## src/rtl/thr_regbank_pkg.sv

```systemverilog
`timescale 1ns/1ps
package thr_regbank_pkg;
   localparam int A_ID0      = 'h00;
   localparam int A_ID1      = 'h01;
   localparam int A_REV      = 'h02;
   localparam int A_VND_BANK = 'h03;
   localparam int A_VND_ID   = 'h04;
   localparam int A_CAP      = 'h05;
   localparam int A_MODE     = 'h0B;
   localparam int A_CLR      = 'h13;
   localparam int A_ERRCLR   = 'h14;
   localparam int A_CFG      = 'h1A;
   localparam int A_LIM_BASE = 'h1C;
   localparam int A_TEMP_LO  = 'h31;
   localparam int A_TEMP_HI  = 'h32;
   localparam int A_STAT     = 'h33;

   localparam int NLIM = 4;
   // limit order: 0 over, 1 under, 2 over-critical, 3 under-critical
   localparam logic [NLIM-1:0] LIM_ABOVE = 4'b0101;

   localparam logic [7:0] ID0_VAL = 8'h51;
   localparam logic [7:0] ID1_VAL = 8'h18;
   localparam logic [7:0] CAP_VAL = 8'h02;

   function automatic logic [7:0] with_odd_parity(input logic [6:0] d);
      return {~(^d), d};
   endfunction
endpackage

```

## src/rtl/thr_limit_pair.sv

```systemverilog
`timescale 1ns/1ps
module thr_limit_pair #(
   parameter int TEMP_W = 11,
   parameter logic [TEMP_W-1:0] RST_VAL = '0
) (
   input  logic              clk,
   input  logic              rst_n,
   input  logic              wr_lo,
   input  logic              wr_hi,
   input  logic [7:0]        wdata,
   output logic [TEMP_W-1:0] value,
   output logic [7:0]        rd_lo,
   output logic [7:0]        rd_hi
);
   localparam int LO_W = 6;
   localparam int HI_W = TEMP_W - LO_W;

   if (TEMP_W < 7 || TEMP_W > 14) begin : g_bad_width
      $error("thr_limit_pair: TEMP_W must lie in 7..14");
   end

   logic [15:0] word;
   logic        unused_lsbs;

   always_ff @(posedge clk or negedge rst_n) begin
      if (!rst_n) begin
         value <= RST_VAL;
      end else begin
         if (wr_lo) value[LO_W-1:0]      <= wdata[7:2];
         if (wr_hi) value[TEMP_W-1:LO_W] <= wdata[HI_W-1:0];
      end
   end

   assign word        = 16'({value, 2'b00});
   assign rd_lo       = word[7:0];
   assign rd_hi       = word[15:8];
   assign unused_lsbs = ^wdata[1:0];

   // no write strobe means the stored value holds
   assert_lim_hold_R12: assert property (@(posedge clk) disable iff (!rst_n)
      (!wr_lo && !wr_hi) |=> $stable(value));
endmodule

```

## src/rtl/thr_alarm_latch.sv

```systemverilog
`timescale 1ns/1ps
module thr_alarm_latch
   import thr_regbank_pkg::*;
#(
   parameter int TEMP_W = 11
) (
   input  logic                        clk,
   input  logic                        rst_n,
   input  logic                        fire,
   input  logic [TEMP_W-1:0]           sample,
   input  logic [NLIM-1:0][TEMP_W-1:0] lims,
   input  logic                        clr_we,
   input  logic [NLIM-1:0]             clr_mask,
   output logic [NLIM-1:0]             status
);
   logic [NLIM-1:0] hit;
   logic [NLIM-1:0] kill;

   for (genvar i = 0; i < NLIM; i++) begin : g_cmp
      if (LIM_ABOVE[i]) begin : g_above
         assign hit[i] = $signed(sample) > $signed(lims[i]);
      end else begin : g_below
         assign hit[i] = $signed(sample) < $signed(lims[i]);
      end
   end

   assign kill = clr_we ? clr_mask : '0;

   always_ff @(posedge clk or negedge rst_n) begin
      if (!rst_n) status <= '0;
      else        status <= (status & ~kill) | (fire ? hit : '0);
   end

   // no new bit appears without a sample
   assert_no_spurious_R7: assert property (@(posedge clk) disable iff (!rst_n)
      !fire |=> ((status & ~$past(status)) == '0));
   // bits drop only through a clear write
   assert_sticky_R7: assert property (@(posedge clk) disable iff (!rst_n)
      !clr_we |=> ((status & $past(status)) == $past(status)));
   // clear mask removes bits when no sample competes
   assert_clear_R8: assert property (@(posedge clk) disable iff (!rst_n)
      (clr_we && !fire) |=> ((status & $past(clr_mask)) == '0));
   // a sample above the over threshold sets bit 0
   assert_over_set_R6: assert property (@(posedge clk) disable iff (!rst_n)
      (fire && ($signed(sample) > $signed(lims[0]))) |=> status[0]);
endmodule

```

## src/rtl/thermal_regbank.sv

```systemverilog
`timescale 1ns/1ps
module thermal_regbank
   import thr_regbank_pkg::*;
#(
   parameter int         ADDR_W      = 8,
   parameter int         TEMP_W      = 11,
   parameter int         MODE_W      = 4,
   parameter logic [1:0] REV_MAJOR   = 2'd1,
   parameter logic [2:0] REV_MINOR   = 3'd2,
   parameter logic [6:0] VENDOR_BANK = 7'h01,
   parameter logic [6:0] VENDOR_ID   = 7'h2A
) (
   input  logic              clk,
   input  logic              rst_n,
   input  logic [ADDR_W-1:0] bus_addr,
   input  logic              bus_we,
   input  logic [7:0]        bus_wdata,
   output logic [7:0]        bus_rdata,
   input  logic              samp_valid,
   input  logic [TEMP_W-1:0] samp_temp
);
   if (ADDR_W < 6) begin : g_bad_addr
      $error("thermal_regbank: ADDR_W must be at least 6");
   end
   if (MODE_W < 1 || MODE_W > 8) begin : g_bad_mode
      $error("thermal_regbank: MODE_W must lie in 1..8");
   end
   if (VENDOR_ID == 7'h00 || VENDOR_ID == 7'h7F) begin : g_bad_vendor
      $error("thermal_regbank: VENDOR_ID 0x00 and 0x7F are reserved");
   end

   localparam logic [7:0] REV_BYTE = {2'b00, REV_MAJOR, REV_MINOR, 1'b0};
   localparam logic [7:0] BANK_BYTE = with_odd_parity(VENDOR_BANK);
   localparam logic [7:0] VID_BYTE  = with_odd_parity(VENDOR_ID);

   logic [TEMP_W-1:0]           temp_q;
   logic [15:0]                 temp_word;
   logic                        cfg_dis;
   logic [MODE_W-1:0]           mode_q;
   logic                        fire;
   logic                        clr_we;
   logic [NLIM-1:0]             status;
   logic [NLIM-1:0][TEMP_W-1:0] lims;
   logic [7:0]                  lim_rd_lo [NLIM];
   logic [7:0]                  lim_rd_hi [NLIM];

   assign fire   = samp_valid && !cfg_dis;
   assign clr_we = bus_we && (bus_addr == ADDR_W'(A_CLR));

   for (genvar i = 0; i < NLIM; i++) begin : g_lim
      thr_limit_pair #(.TEMP_W(TEMP_W)) u_lim (
         .clk   (clk),
         .rst_n (rst_n),
         .wr_lo (bus_we && (bus_addr == ADDR_W'(A_LIM_BASE + 2*i))),
         .wr_hi (bus_we && (bus_addr == ADDR_W'(A_LIM_BASE + 2*i + 1))),
         .wdata (bus_wdata),
         .value (lims[i]),
         .rd_lo (lim_rd_lo[i]),
         .rd_hi (lim_rd_hi[i])
      );
   end

   thr_alarm_latch #(.TEMP_W(TEMP_W)) u_alarm (
      .clk      (clk),
      .rst_n    (rst_n),
      .fire     (fire),
      .sample   (samp_temp),
      .lims     (lims),
      .clr_we   (clr_we),
      .clr_mask (bus_wdata[NLIM-1:0]),
      .status   (status)
   );

   always_ff @(posedge clk or negedge rst_n) begin
      if (!rst_n) begin
         temp_q  <= '0;
         cfg_dis <= 1'b0;
         mode_q  <= '0;
      end else begin
         if (fire) temp_q <= samp_temp;
         if (bus_we && bus_addr == ADDR_W'(A_CFG))  cfg_dis <= bus_wdata[0];
         if (bus_we && bus_addr == ADDR_W'(A_MODE)) mode_q  <= bus_wdata[MODE_W-1:0];
      end
   end

   assign temp_word = 16'({temp_q, 2'b00});

   always_comb begin
      bus_rdata = 8'h00;
      unique case (bus_addr)
         ADDR_W'(A_ID0):      bus_rdata = ID0_VAL;
         ADDR_W'(A_ID1):      bus_rdata = ID1_VAL;
         ADDR_W'(A_REV):      bus_rdata = REV_BYTE;
         ADDR_W'(A_VND_BANK): bus_rdata = BANK_BYTE;
         ADDR_W'(A_VND_ID):   bus_rdata = VID_BYTE;
         ADDR_W'(A_CAP):      bus_rdata = CAP_VAL;
         ADDR_W'(A_MODE):     bus_rdata = 8'(mode_q);
         ADDR_W'(A_CFG):      bus_rdata = {7'b0, cfg_dis};
         ADDR_W'(A_TEMP_LO):  bus_rdata = temp_word[7:0];
         ADDR_W'(A_TEMP_HI):  bus_rdata = temp_word[15:8];
         ADDR_W'(A_STAT):     bus_rdata = 8'(status);
         default:             bus_rdata = 8'h00;
      endcase
      for (int i = 0; i < NLIM; i++) begin
         if (bus_addr == ADDR_W'(A_LIM_BASE + 2*i))     bus_rdata = lim_rd_lo[i];
         if (bus_addr == ADDR_W'(A_LIM_BASE + 2*i + 1)) bus_rdata = lim_rd_hi[i];
      end
   end

   // a strobe while disabled leaves the temperature untouched
   assert_dis_hold_R10: assert property (@(posedge clk) disable iff (!rst_n)
      (samp_valid && cfg_dis) |=> $stable(temp_q));
   // a strobe while disabled raises no alarm
   assert_dis_quiet_R10: assert property (@(posedge clk) disable iff (!rst_n)
      (cfg_dis && !clr_we) |=> (status == $past(status)));
   // the even byte of a threshold never shows bits 1:0
   assert_lim_lsb_R4: assert property (@(posedge clk) disable iff (!rst_n)
      (bus_addr == ADDR_W'(A_LIM_BASE)) |-> (bus_rdata[1:0] == 2'b00));
   // a strobe while enabled lands in the temperature register
   assert_capture_R5: assert property (@(posedge clk) disable iff (!rst_n)
      (samp_valid && !cfg_dis) |=> (temp_q == $past(samp_temp)));
endmodule

```

## config.mk

```make
export PLATFORM = sky130hd
export DESIGN_NAME = thermal_regbank
export DESIGN_NICKNAME = d
export VERILOG_FILES = /design/src/rtl/thr_regbank_pkg.sv /design/src/rtl/thr_limit_pair.sv /design/src/rtl/thr_alarm_latch.sv /design/src/rtl/thermal_regbank.sv
export SDC_FILE = /design/constraint.sdc
export NUM_CORES = 1
export LEC_CHECK = 0
export ABC_AREA = 1
export BUFFER_PORTS_ARGS = -buffer_cell sky130_fd_sc_hd__buf_2
export CORE_ASPECT_RATIO = 0.9
export CORE_MARGIN = 8
export CORE_UTILIZATION = 54
export CTS_CLUSTER_SIZE = 10
export DETAILED_ROUTE_END_ITERATION = 12
export PLACE_DENSITY = 0.73
export SLEW_MARGIN = 20
export SYNTH_ARGS = -nofsm -noshare
export SYNTH_HDL_FRONTEND = slang
export SYNTH_SLANG_ARGS = --single-unit
export TNS_END_PERCENT = 100
```

## constraint.sdc

```tcl
create_clock -name clk -period 1.6 [get_ports clk]
set_clock_uncertainty 0.2 [all_clocks]
set_input_delay 0.32 -clock clk [delete_from_list [all_inputs] [get_ports clk]]
set_output_delay 0.32 -clock clk [all_outputs]
set_load 0.05 [all_outputs]
```

==> run metrics <==
Syn Inst Count=573; WP data arrival=1.63 ns; Synth area leader=dfrtp_1; Sink Count=64; dpl cell area=5440 µm²; maximum clock rate=0.466 GHz; Slew Limit Fails=0; Slowest-stage cell, CP=buf_6; crit path time final=2.15 ns; clock root cell=clkbuf_8; startpoint types=input pin; Crit Reg-Reg Endpoint=u_alarm.status[2]$_DFF_PN0_; initial antenna violation count=0; vias in the first global route=4522; number of synthesized flops with an enable pin=0; final worst slack=-0.546 ns; Final Non-Filler Cells=825; Synth area leaders=dfrtp_1 (37%), nand2_1 (14%), ha_1 (12%); Fillers=506; Area Overhead vs Synth=51.0%; GPL Wtd Cong=0.950; fin area=6490 µm²; Fin. Hold Viols=0; largest net degree at the start of global routing=65; Place WS=-0.744 ns; vias per cell=5.52; WL/cell=18.3 µm; Hold WC Path Type=in2reg; nets=794; DIE AREA=11100 µm²; yosys warns=0; fraction of layout cells with a size suffix above 1=42.7%; period utilisation layout=134%; worst hold stages=3; WL final=15.1 mm; port bufs=38; failing checks=setup timing; Antenna Cells=0; Core Util, Final=82.5%; worst reg2reg path depth=10; # IOs=39; type of destination of the critical path=primary output; peak supply drop=0.000645 V; maximum clock path buffer count=2; most frequent cells in the layout=nand2_1 (142), buf_4 (96), dfrtp_1 (64), inv_1 (55), nand2_2 (28); RSZ-0062 raised after global routing=true; CP bufs+invs=3; Critical Path Max Stage Delay=0.17 ns; worst slew pin tran=0.447 ns; power per cell area=690 nW/µm²; via count=4550; synthesized flop and latch total=64; clk_lat worst skew=0.35 ns; DIE HEIGHT=101 µm; worst reg2reg setup slack=-0.20 ns; mean area per synthesized cell=7.51 µm²; Async S/R FF share, synth=100%; Worst-path clk slew=0.07 ns; syn nets=646; CTS tree=done; CP cell instances=buf_6 -> inv_6 -> nand2_8 -> nor2_4 -> nand2_4 -> nor2_4 -> nand2_2 -> o21ai_2 -> nor2_1 -> nand3_1 -> nand2_1 -> nand4_1 -> buf_6; GRT Util Overall=27.5%; max_slew headroom=70.2%; Horiz. Die Dim=110 µm; Reg-to-Reg Start=g_lim[2].u_lim.value[6]$_DFFE_PN0P_; GRT overflow=0; Max Cap Viol=0; CTS Buf Count=9; Starting Density=54.6%; Synth Cell Area=4300 µm²; Synth top area share=37.2%; H-Tree Depth=3; Worst Path Max Fanout=3; Seq/Total Area, Yosys=37.2%; DP Cell Count=788; Hold Path End=temp_q[8]$_DFFE_PN0P_; 1st-iter DRT viols=337; ys flop type=dfrtp_1; CP required=1.08 ns; drt drc=0; Crit path depth=13; crit path kind=in2out; first-pass GRT wire length=23.2 mm; final-report setup violation count=12; outcome=finished with violations; commonest non-fill, non-tap cell in the layout=nand2_1; TritonRoute pass-1 iters=5; Hold Crit Start=samp_temp[8]; CP delay by family, top=simple AND/OR/NAND/NOR gates; Rows=31; CORE AREA=7870 µm²; LEAKAGE=0.00302 µW; Post-DP HPWL=10.8 mm; DRT antenna net count=0; Distinct cells, synth=31
metrics by stage:
stage	hold slack [ns]	setup TNS, ns	total power [µW]
4_1_cts	0.0792	-4.00	4360
6_report	0.0907	-4.40	4480
3_3_place_gp	0.157	-16.36	2540
2_1_floorplan	-0.176	-1.79	2170
3_5_place_dp	0.164	-17.63	2560
5_1_grt	0.0937	-5.26	4660
cells by family (layout without fill, tap and decap cells):
logic type      count (synthesis)  count (layout)  share of synthesized area, %
simple gates                  266             266                          27.4
fa+ha+maj                      42              42                          12.2
compound gates                111             111                          14.7
buf+inv                        90             243                          8.43
flops                          64              64                          37.2
report_power, final:
| part | internal [µW] | total, µW | switching (µW) |
|---|---|---|---|
| sequential | 1700 | 1770 | 64.4 |
| clock | 1010 | 1680 | 677 |
| combinational | 458 | 1030 | 573 |
registers in the layout (all words and copies together), names as in the netlist:
register	flops
u_alarm.status	4
cfg_dis	1
temp_q	11
mode_q	4
g_lim.u_lim.value	44
Yosys cell counts (8+ instances only):
cell type / count
dfrtp_1: 64
nand3_1: 27
a21oi_1: 28
o21ai_2: 9
nor2_1: 26
nand4_1: 11
nand2_1: 166
ha_1: 42
inv_2: 8
inv_1: 75
nand2_2: 17
o21ai_0: 36
o21ai_1: 22
layout make-up:
type                    count  area (µm²)  area share, %
inverters                  83         377           5.80
well taps                  99         124           1.91
clock inverters             4        75.1           1.16
clock buffers              12         165           2.54
multi-input cells         419        2990           46.0
repair buffers            144        1160           17.9
flip-flops and latches     64        1600           24.7
worst reg2reg max path: cells and delay by family (launching register included):
family,cells,cell delay [ns]
AOI/OAI and AO/OA,2,0.27
buffers and inverters,1,0.13
and+or+nand+nor,6,0.46
DFF,1,0.40
adders and majority gates,1,0.24
how the worst max path moves through the flow:
stage | start | end | slack (ns)
finish | bus_addr[6] | bus_rdata[4] | -0.55
global route | bus_addr[6] | bus_rdata[3] | -0.60
CTS | bus_addr[5] | bus_rdata[4] | -0.55
detailed placement | bus_addr[7] | bus_rdata[4] | -0.74
global placement | bus_addr[7] | bus_rdata[4] | -0.73
floorplan | bus_addr[7] | bus_rdata[7] | -0.40
metal layers:
| metal | global-route usage (%) | share of wire [%] | wire length [µm] |
|---|---|---|---|
| met5 | 0 | 0 | 0 |
| met3 | 5.43 | 7.4 | 1110 |
| met2 | 42.9 | 47 | 7030 |
| met1 | 36.4 | 43 | 6450 |
| met4 | 10.6 | 3.3 | 491 |
timing repair:
| item | 4_1_cts | 5_1_grt |
|---|---|---|
| resized for setup | 113 | 44 |
| cloned | 0 | 0 |
| hold buffers | 1 | 0 |
| endpoints found under the setup margin | 16 | 20 |
| endpoints found under the hold margin | 64 | 0 |
| buffers inserted | 10 | 11 |
| pin swaps | 41 | 21 |
(Power assumes the default switching activity.)
